`src/rtl/dma_pingpong_chan.sv`:
```
module dma_pingpong_chan #(
  parameter int AW    = 32,
  parameter int CW    = 16,
  parameter int DEPTH = 4,
  parameter int BAW   = 6
) (
  input  logic           clk,
  input  logic           rst_n,
  input  logic           bus_wr,
  input  logic [BAW-1:0] bus_addr,
  input  logic [31:0]    bus_wdata,
  output logic [31:0]    bus_rdata,
  output logic           mem_req,
  output logic           mem_we,
  output logic [AW-1:0]  mem_addr,
  output logic [7:0]     mem_wdata,
  input  logic           mem_gnt,
  input  logic           mem_err,
  input  logic [7:0]     mem_rdata,
  input  logic           pin_valid,
  input  logic [7:0]     pin_data,
  output logic           pin_ready,
  output logic           pout_valid,
  output logic [7:0]     pout_data,
  input  logic           pout_ready,
  output logic           irq
);

  localparam int PW = $clog2(DEPTH);
  localparam logic [BAW-1:0] CTL_OFS = BAW'(32);

  function automatic logic [BAW-1:0] reg_ofs(input int slot, input int idx);
    return BAW'(slot * 16 + idx * 4);
  endfunction

  logic [AW-1:0] addr_q [2];
  logic [CW-1:0] cnt_q  [2];
  logic [1:0] ifl_q, dir_q, tc_q, en_q, ie_q;
  logic act_q, pause_q, flush_q, cie_q, berr_q, frozen_q, busy_q;

  logic [7:0]    fifo_q [DEPTH];
  logic [PW-1:0] wp_q, rp_q;
  logic [PW:0]   fcnt_q;

  logic sense, ctl_wr, swreset;
  assign sense   = bus_wdata[15];
  assign ctl_wr  = bus_wr && (bus_addr == CTL_OFS);
  assign swreset = ctl_wr && sense && bus_wdata[11];

  logic dir_a, en_a, fifo_full, fifo_empty, run, start_in, start;
  logic [CW-1:0] cnt_a;
  assign dir_a      = dir_q[act_q];
  assign en_a       = en_q[act_q];
  assign cnt_a      = cnt_q[act_q];
  assign fifo_full  = (fcnt_q == (PW+1)'(DEPTH));
  assign fifo_empty = (fcnt_q == '0);
  assign run        = en_a && !pause_q && !berr_q;
  assign start_in   = !fifo_empty && (fifo_full || flush_q || CW'(fcnt_q) == cnt_a);
  assign start      = run && (dir_a ? start_in : !fifo_full);

  logic beat, beat_ok, beat_err, last;
  assign mem_req   = busy_q || start;
  assign mem_we    = dir_a;
  assign mem_addr  = addr_q[act_q];
  assign mem_wdata = fifo_q[rp_q];
  assign beat      = mem_req && mem_gnt;
  assign beat_ok   = beat && !mem_err;
  assign beat_err  = beat && mem_err;
  assign last      = beat_ok && (cnt_a == CW'(1));

  assign pin_ready  = dir_a && run && !fifo_full && (CW'(fcnt_q) < cnt_a);
  assign pout_valid = !dir_a && !fifo_empty && !pause_q && !berr_q;
  assign pout_data  = fifo_q[rp_q];

  logic push, pop, chan_irq;
  logic [7:0] push_data;
  assign push      = (pin_valid && pin_ready) || (beat_ok && !dir_a);
  assign pop       = (beat_ok && dir_a) || (pout_valid && pout_ready);
  assign push_data = dir_a ? pin_data : mem_rdata;
  assign chan_irq  = cie_q && |(ifl_q & ie_q);
  assign irq       = chan_irq;

  logic [1:0] wr_addr, wr_cnt, wr_cmd, hit_beat, hit_last, hit_err;
  for (genvar g = 0; g < 2; g++) begin : g_slot
    assign wr_addr[g]  = bus_wr && (bus_addr == reg_ofs(g, 0));
    assign wr_cnt[g]   = bus_wr && (bus_addr == reg_ofs(g, 1));
    assign wr_cmd[g]   = bus_wr && (bus_addr == reg_ofs(g, 2));
    assign hit_beat[g] = beat_ok && (act_q == 1'(g));
    assign hit_last[g] = last && (act_q == 1'(g));
    assign hit_err[g]  = beat_err && (act_q == 1'(g));

    a_r6_done_marks: assert property (@(posedge clk) disable iff (!rst_n)
      (hit_last[g] && !wr_cmd[g]) |=> (tc_q[g] && ifl_q[g] && !en_q[g]));
  end

  logic pause_n, berr_n, flush_n, cie_n, act_n, busy_n, frozen_n;
  always_comb begin
    pause_n  = swreset ? 1'b0 : (ctl_wr && bus_wdata[10]) ? sense : pause_q;
    berr_n   = swreset ? 1'b0 : beat_err ? 1'b1 : (ctl_wr && bus_wdata[13]) ? sense : berr_q;
    flush_n  = swreset ? 1'b0 : (ctl_wr && bus_wdata[9]) ? sense : (fifo_empty ? 1'b0 : flush_q);
    cie_n    = (ctl_wr && bus_wdata[12]) ? sense : cie_q;
    act_n    = swreset ? 1'b0 : (last && en_q[~act_q]) ? ~act_q : act_q;
    busy_n   = mem_req && !mem_gnt && !swreset;
    frozen_n = (pause_n || berr_n) && !busy_n;
  end

  always_ff @(posedge clk or negedge rst_n) begin
    if (!rst_n) begin
      pause_q <= 1'b0; berr_q <= 1'b0; flush_q <= 1'b0; cie_q <= 1'b0;
      act_q <= 1'b0; busy_q <= 1'b0; frozen_q <= 1'b0;
    end else begin
      pause_q <= pause_n; berr_q <= berr_n; flush_q <= flush_n; cie_q <= cie_n;
      act_q <= act_n; busy_q <= busy_n; frozen_q <= frozen_n;
    end
  end

  always_ff @(posedge clk or negedge rst_n) begin
    if (!rst_n) begin
      for (int s = 0; s < 2; s++) begin
        addr_q[s] <= '0;
        cnt_q[s]  <= '0;
      end
      ifl_q <= '0; dir_q <= '0; tc_q <= '0; en_q <= '0; ie_q <= '0;
    end else begin
      for (int s = 0; s < 2; s++) begin
        if (wr_addr[s])       addr_q[s] <= AW'(bus_wdata);
        else if (hit_beat[s]) addr_q[s] <= addr_q[s] + AW'(1);
        if (wr_cnt[s])        cnt_q[s]  <= CW'(bus_wdata);
        else if (hit_beat[s]) cnt_q[s]  <= cnt_q[s] - CW'(1);
        ifl_q[s] <= (wr_cmd[s] && bus_wdata[8])  ? sense : (hit_last[s] ? 1'b1 : ifl_q[s]);
        dir_q[s] <= (wr_cmd[s] && bus_wdata[9])  ? sense : dir_q[s];
        tc_q[s]  <= (wr_cmd[s] && bus_wdata[10]) ? sense : (hit_last[s] ? 1'b1 : tc_q[s]);
        en_q[s]  <= (wr_cmd[s] && bus_wdata[11]) ? sense :
                    ((hit_last[s] || hit_err[s] || swreset) ? 1'b0 : en_q[s]);
        ie_q[s]  <= (wr_cmd[s] && bus_wdata[12]) ? sense : ie_q[s];
      end
    end
  end

  always_ff @(posedge clk or negedge rst_n) begin
    if (!rst_n) begin
      wp_q <= '0; rp_q <= '0; fcnt_q <= '0;
    end else if (swreset) begin
      wp_q <= '0; rp_q <= '0; fcnt_q <= '0;
    end else begin
      if (push) wp_q <= wp_q + PW'(1);
      if (pop)  rp_q <= rp_q + PW'(1);
      fcnt_q <= fcnt_q + (PW+1)'(push) - (PW+1)'(pop);
    end
  end

  always_ff @(posedge clk) begin
    if (push) fifo_q[wp_q] <= push_data;
  end

  always_comb begin
    bus_rdata = '0;
    for (int s = 0; s < 2; s++) begin
      if (bus_addr == reg_ofs(s, 0)) bus_rdata = 32'(addr_q[s]);
      if (bus_addr == reg_ofs(s, 1)) bus_rdata = 32'(cnt_q[s]);
      if (bus_addr == reg_ofs(s, 2))
        bus_rdata = {16'b0, 3'b0, ie_q[s], en_q[s], tc_q[s], dir_q[s], ifl_q[s], 8'b0};
    end
    if (bus_addr == CTL_OFS)
      bus_rdata = {17'b0, frozen_q, berr_q, cie_q, 1'b0, pause_q, flush_q, chan_irq, 7'b0, act_q};
  end

  a_r13_req_held: assert property (@(posedge clk) disable iff (!rst_n)
    (mem_req && !mem_gnt && !bus_wr) |=>
      (mem_req && $stable(mem_addr) && $stable(mem_we) && (!mem_we || $stable(mem_wdata))));

  a_r9_frozen_quiet: assert property (@(posedge clk) disable iff (!rst_n)
    frozen_q |-> (!mem_req && !pin_ready && !pout_valid));

  a_r9_frozen_cause: assert property (@(posedge clk) disable iff (!rst_n)
    frozen_q |-> (pause_q || berr_q));

  a_r4_fifo_bound: assert property (@(posedge clk) disable iff (!rst_n)
    fcnt_q <= (PW+1)'(DEPTH));

  a_r7_switch: assert property (@(posedge clk) disable iff (!rst_n)
    (last && en_q[~act_q] && !bus_wr) |=> (act_q != $past(act_q)));

  a_r12_error_freeze: assert property (@(posedge clk) disable iff (!rst_n)
    (beat_err && !bus_wr) |=> (berr_q && frozen_q && !mem_req));

  a_r10_flush_clears: assert property (@(posedge clk) disable iff (!rst_n)
    (flush_q && fifo_empty && !bus_wr) |=> !flush_q);

endmodule

```
`config.mk`:
```
export PLATFORM = sky130hd
export DESIGN_NAME = dma_pingpong_chan
export DESIGN_NICKNAME = d
export VERILOG_FILES = /design/src/rtl/dma_pingpong_chan.sv
export SDC_FILE = /design/constraint.sdc
export NUM_CORES = 1
export LEC_CHECK = 0
export BUFFER_PORTS_ARGS = -buffer_cell sky130_fd_sc_hd__buf_2
export CAP_MARGIN = 20
export CORE_MARGIN = 2
export CORE_UTILIZATION = 35
export DETAILED_ROUTE_END_ITERATION = 7
export GPL_TIMING_DRIVEN = 0
export HOLD_SLACK_MARGIN = 0.02
export PLACE_DENSITY = 0.59
export SYNTH_ARGS = -nofsm -noshare
export SYNTH_HDL_FRONTEND = slang
export SYNTH_SLANG_ARGS = --single-unit
```
`constraint.sdc`:
```
create_clock -name clk -period 3.25 [get_ports clk]
set_input_delay 0.1625 -clock clk [delete_from_list [all_inputs] [get_ports clk]]
set_output_delay 0.1625 -clock clk [all_outputs]
set_load 0.1 [all_outputs]
```
* Word-level counts from Yosys, hierarchy flattened
Memories as Yosys holds them, arrays and structs flattened. Cells that the tools add are included.
Storage, ports and cells: register bits 120, bits in writable memories 32, output and inout bits 85, word-level logic and storage cells 193, memories kept 1
Cells by class: add/subtract/negate cells 8, order comparisons 4, eq/ne operators 9, muxes and demuxes 56, bitwise gates (word level) 3, reduce and logical (&&, ||, !) cells 88
Memories:
- fifo_q | depth 4, bits a word 8, read ports 1, clocked after Yosys merged registers in 0, wr ports 1, line 41 | logic [7:0] fifo_q [DEPTH];
Operator list (count):
- 32-bit two-way mux | 14
- 16-bit two-way mux | 7
- 32-bit by 1-bit adder with 32-bit output, second input constant | 2
- 1-bit logical AND | 52
- 16-bit by 1-bit subtractor with 16-bit output, second input constant | 2
- 1-bit two-way mux | 29
- 2-bit nonzero test | 13
- 6-bit by 5-bit == test with 1-bit output, second input constant | 3
- 16-bit by 1-bit == test with 1-bit output, second input constant | 1
- 3-bit by 16-bit == test with 1-bit output | 1
- 3-bit by 16-bit < comparator with 1-bit output | 1
- 1-bit logical OR | 10
- 1-bit zero test | 9
- 2-bit two-way mux | 4
- 8-bit two-way mux | 1
- 6-bit by 3-bit == test with 1-bit output, second input constant | 1
- 6-bit by 4-bit == test with 1-bit output, second input constant | 1
- 6-bit == test, second input constant | 1
- 6-bit zero test | 1
- 2-bit by 1-bit adder with 2-bit output, second input constant | 2
- 1-bit by 2-bit < comparator with 1-bit output, second input constant | 2
- 3-bit by 1-bit adder with 3-bit output | 1
- 3-bit == test, second input constant | 1
- 3-bit zero test | 1
- other kinds (8) | 8

* Longest topological paths before layout
depth after elaboration 18, gate-level depth with buffers 17, depth with buffers taken out 15

* Least setup slack after synthesis
Ideal clock, no wire load.
path type register to output, start reg act_q, end out pout_valid, arrival 3.908 ns, path slack -0.820 ns, stages on the path, launching flop included 6, cell sequence dfrtp_1 > buf_2 > mux2i_2 > clkbuf_1 > inv_1 > nor3_1
Between the ends: word-level cells in the longest chain between the ends 6
Ends and longest elaborated chain:
- start: declaration | line 39 | logic act_q, pause_q, flush_q, cie_q, berr_q, frozen_q, busy_q;
- start signal: assignment | line 113 | act_q <= act_n; busy_q <= busy_n; frozen_q <= frozen_n;
- 1-bit two-way mux (not written as such) (2 in a row) | line 52 | assign dir_a = dir_q[act_q];
- named net mem_we | line 14 | output logic mem_we,
- 1-bit zero test | line 72 | assign pout_valid = !dir_a && !fifo_empty && !pause_q && !berr_q;
- 1-bit logical AND (3 in a row) | line 72
- end: declaration | line 23 | output logic pout_valid,
The timed path passes the listed nets, and every way through them passes these cells. The select of a mux whose other input is x is not followed.

* Worst setup path after layout
start reg act_q, end out mem_addr[9]
Between the ends: word-level cells in the longest chain between the ends 4
Ends and longest elaborated chain:
- 1-bit NOT with 2-bit output (not written as such) | line 64 | assign mem_addr = addr_q[act_q];
- 32-bit two-way mux (not written as such) (3 in a row) | line 64
- end: declaration | line 15 | output logic [AW-1:0] mem_addr,
No other way between the ends. The select of a mux whose other input is x is not followed.

==> flow_metrics.env <==
export IMPL_status="finished, violations left"
export IMPL_violations="DRC, setup timing"
export IMPL_cap_viol_max_count=0
export IMPL_post_route_cells_drive_above_1_share=0.256
export IMPL_worstPathCellList="buf_6, buf_8, buf_1, buf_1, mux2_2, buf_2"
export IMPL_layout_setup_ws_ps=-53.2
export IMPL_worst_rel_slew_slack=0.232
export IMPL_worstSetupEndpointType="output pin"
export IMPL_critical_path_max_fanout=10
export IMPL_critical_path_buf_inv_count=5
export IMPL_numCtsBuffers=17
export IMPL_dpl_instance_area_um2=11000
export IMPL_design_final_nets=1322
export IMPL_max_clock_path_buffers=2
export IMPL_fp_coreArea_um2=27600
export IMPL_path_clk_slew_ps=70
export IMPL_timing_hold_worst_endpoint="cnt_q[17]"
export IMPL_root_buffer_cell="clkbuf_16"
export IMPL_power_share_sequential=0.342
export IMPL_detailedPlacementHpwl_um=27600
export IMPL_route_vias_total=9839
export IMPL_floorplan_die_width_um=171
export IMPL_timing_hold_violations_final=0
export IMPL_min_delay_path_class="input pin to flip-flop"
export IMPL_worst_hold_slack_ps=20.1
export IMPL_final_core_utilization=0.439
export IMPL_clock_sinks=152
export IMPL_worstSetupPathType="flip-flop to output pin"
export IMPL_power_ir_vdd_worst_mv=0.470
export IMPL_cellPowerDensity_nw_per_um2=681
export IMPL_critPathArrivalTime_ps=3140
export IMPL_finalWirelength_um=38100
export IMPL_tritoncts_clock_tree="done"
export IMPL_synth_sequential_area_ratio=0.407
export IMPL_vias_per_cell=6.01
export IMPL_hold_path_depth=3
export IMPL_antenna_found_initial=0
export IMPL_grt_setup_unrepaired="true"
export IMPL_routability_cong=0.953
export IMPL_standby_leakage_power_nw=4.84
export IMPL_yosysWarningCount=0
export IMPL_number_of_enable_flip_flop_cells_after_synthesis=32
export IMPL_antenna_cells_inserted=0
export IMPL_setup_reg_to_reg_worst_slack_ps=0
export IMPL_pin_count=146
export IMPL_critPathLaunchType="flip-flop"
export IMPL_reg2reg_depth=17
export IMPL_layout_common_cells="buf_2 (144), dfrtp_1 (120), nand2_1 (96), nor2_1 (95), a21oi_1 (59)"
export IMPL_syn_nets=1131
export IMPL_drt_antenna_violating_nets=0
export IMPL_cts_htree_levels=4
export IMPL_worst_pin_slew_ps=1140
export IMPL_buffer_ports_inserted=137
export IMPL_critical_path_slowest_cell="buf_1"
export IMPL_synth_area_per_cell_um2=9.23
export IMPL_cpLargestDelayFamily="buffers and inverters"
export IMPL_pin_count_of_the_biggest_net_entering_global_routing=65
export IMPL_switching_power_w=0.00400
export IMPL_drt_drc_violations_left=5
export IMPL_slew_violations=0
export IMPL_achievable_frequency_mhz=303
export IMPL_fp_dieH_um=171
export IMPL_clock_skew_final_ps=13.4
export IMPL_synthFlopType="dfrtp_1"
export IMPL_rr_startpoint="act_q"
export IMPL_grt_use_total=0.262
export IMPL_grt_pass1_vias=9331
export IMPL_detailedRoute_firstPassIterationCount=8
export IMPL_critical_path_max_stage_delay_ps=660
export IMPL_initial_core_util=0.353
export IMPL_finalSetupViolations=7
export IMPL_final_common_cell="buf_2"
export IMPL_switching_share=0.485
export IMPL_synth_cells=1056
export IMPL_crit_reg2reg_capture="fcnt_q[2]"
export IMPL_floorplan_rows=61
export IMPL_post_route_period_util=1.02
export IMPL_synth_seq_cells=152
export IMPL_clkPwrFrac=0.239
export IMPL_period_minus_slack_ps=3300
export IMPL_wire_per_inst_um=23.2
export IMPL_synth_cell_area_um2=9740
export IMPL_drt_initial_drc_count=1023
export IMPL_area_growth_syn_to_layout_pct=24.5
export IMPL_grt_first_pass_wirelength_um=57100
export IMPL_critical_path_most_common_cell="buf_1"
export IMPL_synth_async_reset_ratio=0.789
export IMPL_combPwrFrac=0.419
export IMPL_setup_total_negative_slack_ps=-146
export IMPL_clock_latency_ps=440
export IMPL_grt_overflow_total=0
export IMPL_worst_path_required_ps=3090
export IMPL_synth_lib_cells_used_distinct=74
export IMPL_min_delay_start="bus_wdata[1]"
export IMPL_design_die_area_um2=29200
export IMPL_final_instance_area_um2=12100
export IMPL_power_internal_w=0.00426
## power groups by stage
stage	clock network [W]	registers, W	logic (W)
after CTS	0.00197	0.00279	0.00333
after global placement	0	0.00281	0.00316
final	0.00197	0.00283	0.00346
after global routing	0.00205	0.00288	0.00366
after floorplan	0	0.00263	0.00264
after detailed placement	0	0.00282	0.00320
## tightest hold or removal path: cells and delay by family
family,cells,cell delay (ps)
buffers and inverters,1,130
AO/OA/AOI/OAI,1,70
AND/OR/NAND/NOR,1,50
## kinds of logic after synthesis
family                   share of synthesized area
XOR/XNOR                                    0.0584
flip-flops                                   0.407
buffers and inverters                       0.0477
AND/OR/NAND/NOR                              0.192
multiplexers                                0.0795
AO/OA/AOI/OAI                                0.197
adder cells (fa/ha/maj)                     0.0188
## worst max-delay path by stage
stage | startpoint | to | depth (start not counted)
after global routing | act_q | fcnt_q[2] | 17
after CTS | act_q | fcnt_q[2] | 17
after floorplan | act_q | mem_addr[13] | 5
after global placement | act_q | fcnt_q[2] | 17
final | act_q | mem_addr[9] | 6
after detailed placement | act_q | fcnt_q[2] | 17
## routing by layer
layer,GRT usage,vias up,part of all wire
met1,0.356,4796,0.42
met3,0.0460,102,0.093
li1,-,4357,-
met2,0.413,584,0.45
met5,0,-,0
met4,0.106,0,0.038
## synth_stat cells (21+ instances only)
master     instances  area share
edfxtp_1          32       0.099
inv_1             27       0.010
o2111ai_1         22       0.020
xor2_1            35       0.031
xnor2_1           30       0.027
o21ai_0           51       0.026
clkbuf_1          57       0.022
a31oi_1           29       0.019
mux2_2            44       0.051
nor4_1            21       0.013
nand2_1           96       0.037
a21oi_1           60       0.031
dfrtp_1          120        0.31
nor2_1            95       0.037
nand3_1           42       0.022
## registers in the layout (all words and copies together), names as in the netlist, 3 cells and up
signal	flops
cnt_q	32
fcnt_q	3
addr_q	64
fifo_q	32
## repair_timing
action,4_1_cts,5_1_grt
hold buffers,18,0
gates resized for setup,38,35
pin swaps,8,10
hold endpoints to repair,87,0
endpoints found under the setup margin,125,53
buffers inserted,10,5
## final cells by class
type,count,area [µm²]
multi-input cells,792,5590
fillers,2762,15500
flip-flops and latches,152,3960
plain buffers,84,408
repair buffers,173,1030
clock inverters,15,138
inverters,27,101
clock buffers,17,425
well taps,378,473
## metrics by stage
| stage | total power (W) | cells | worst slack (ps) |
|---|---|---|---|
| after floorplan | 0.00526 | 1056 | -97.3 |
| after global placement | 0.00597 | 1571 | -610 |
| after detailed placement | 0.00602 | 1574 | -685 |
| after CTS | 0.00809 | 1633 | 1.45 |
| after global routing | 0.00858 | 1638 | -132 |
| final | 0.00826 | 1638 | -53.2 |
Note: power is estimated with default switching activity, not from simulation.
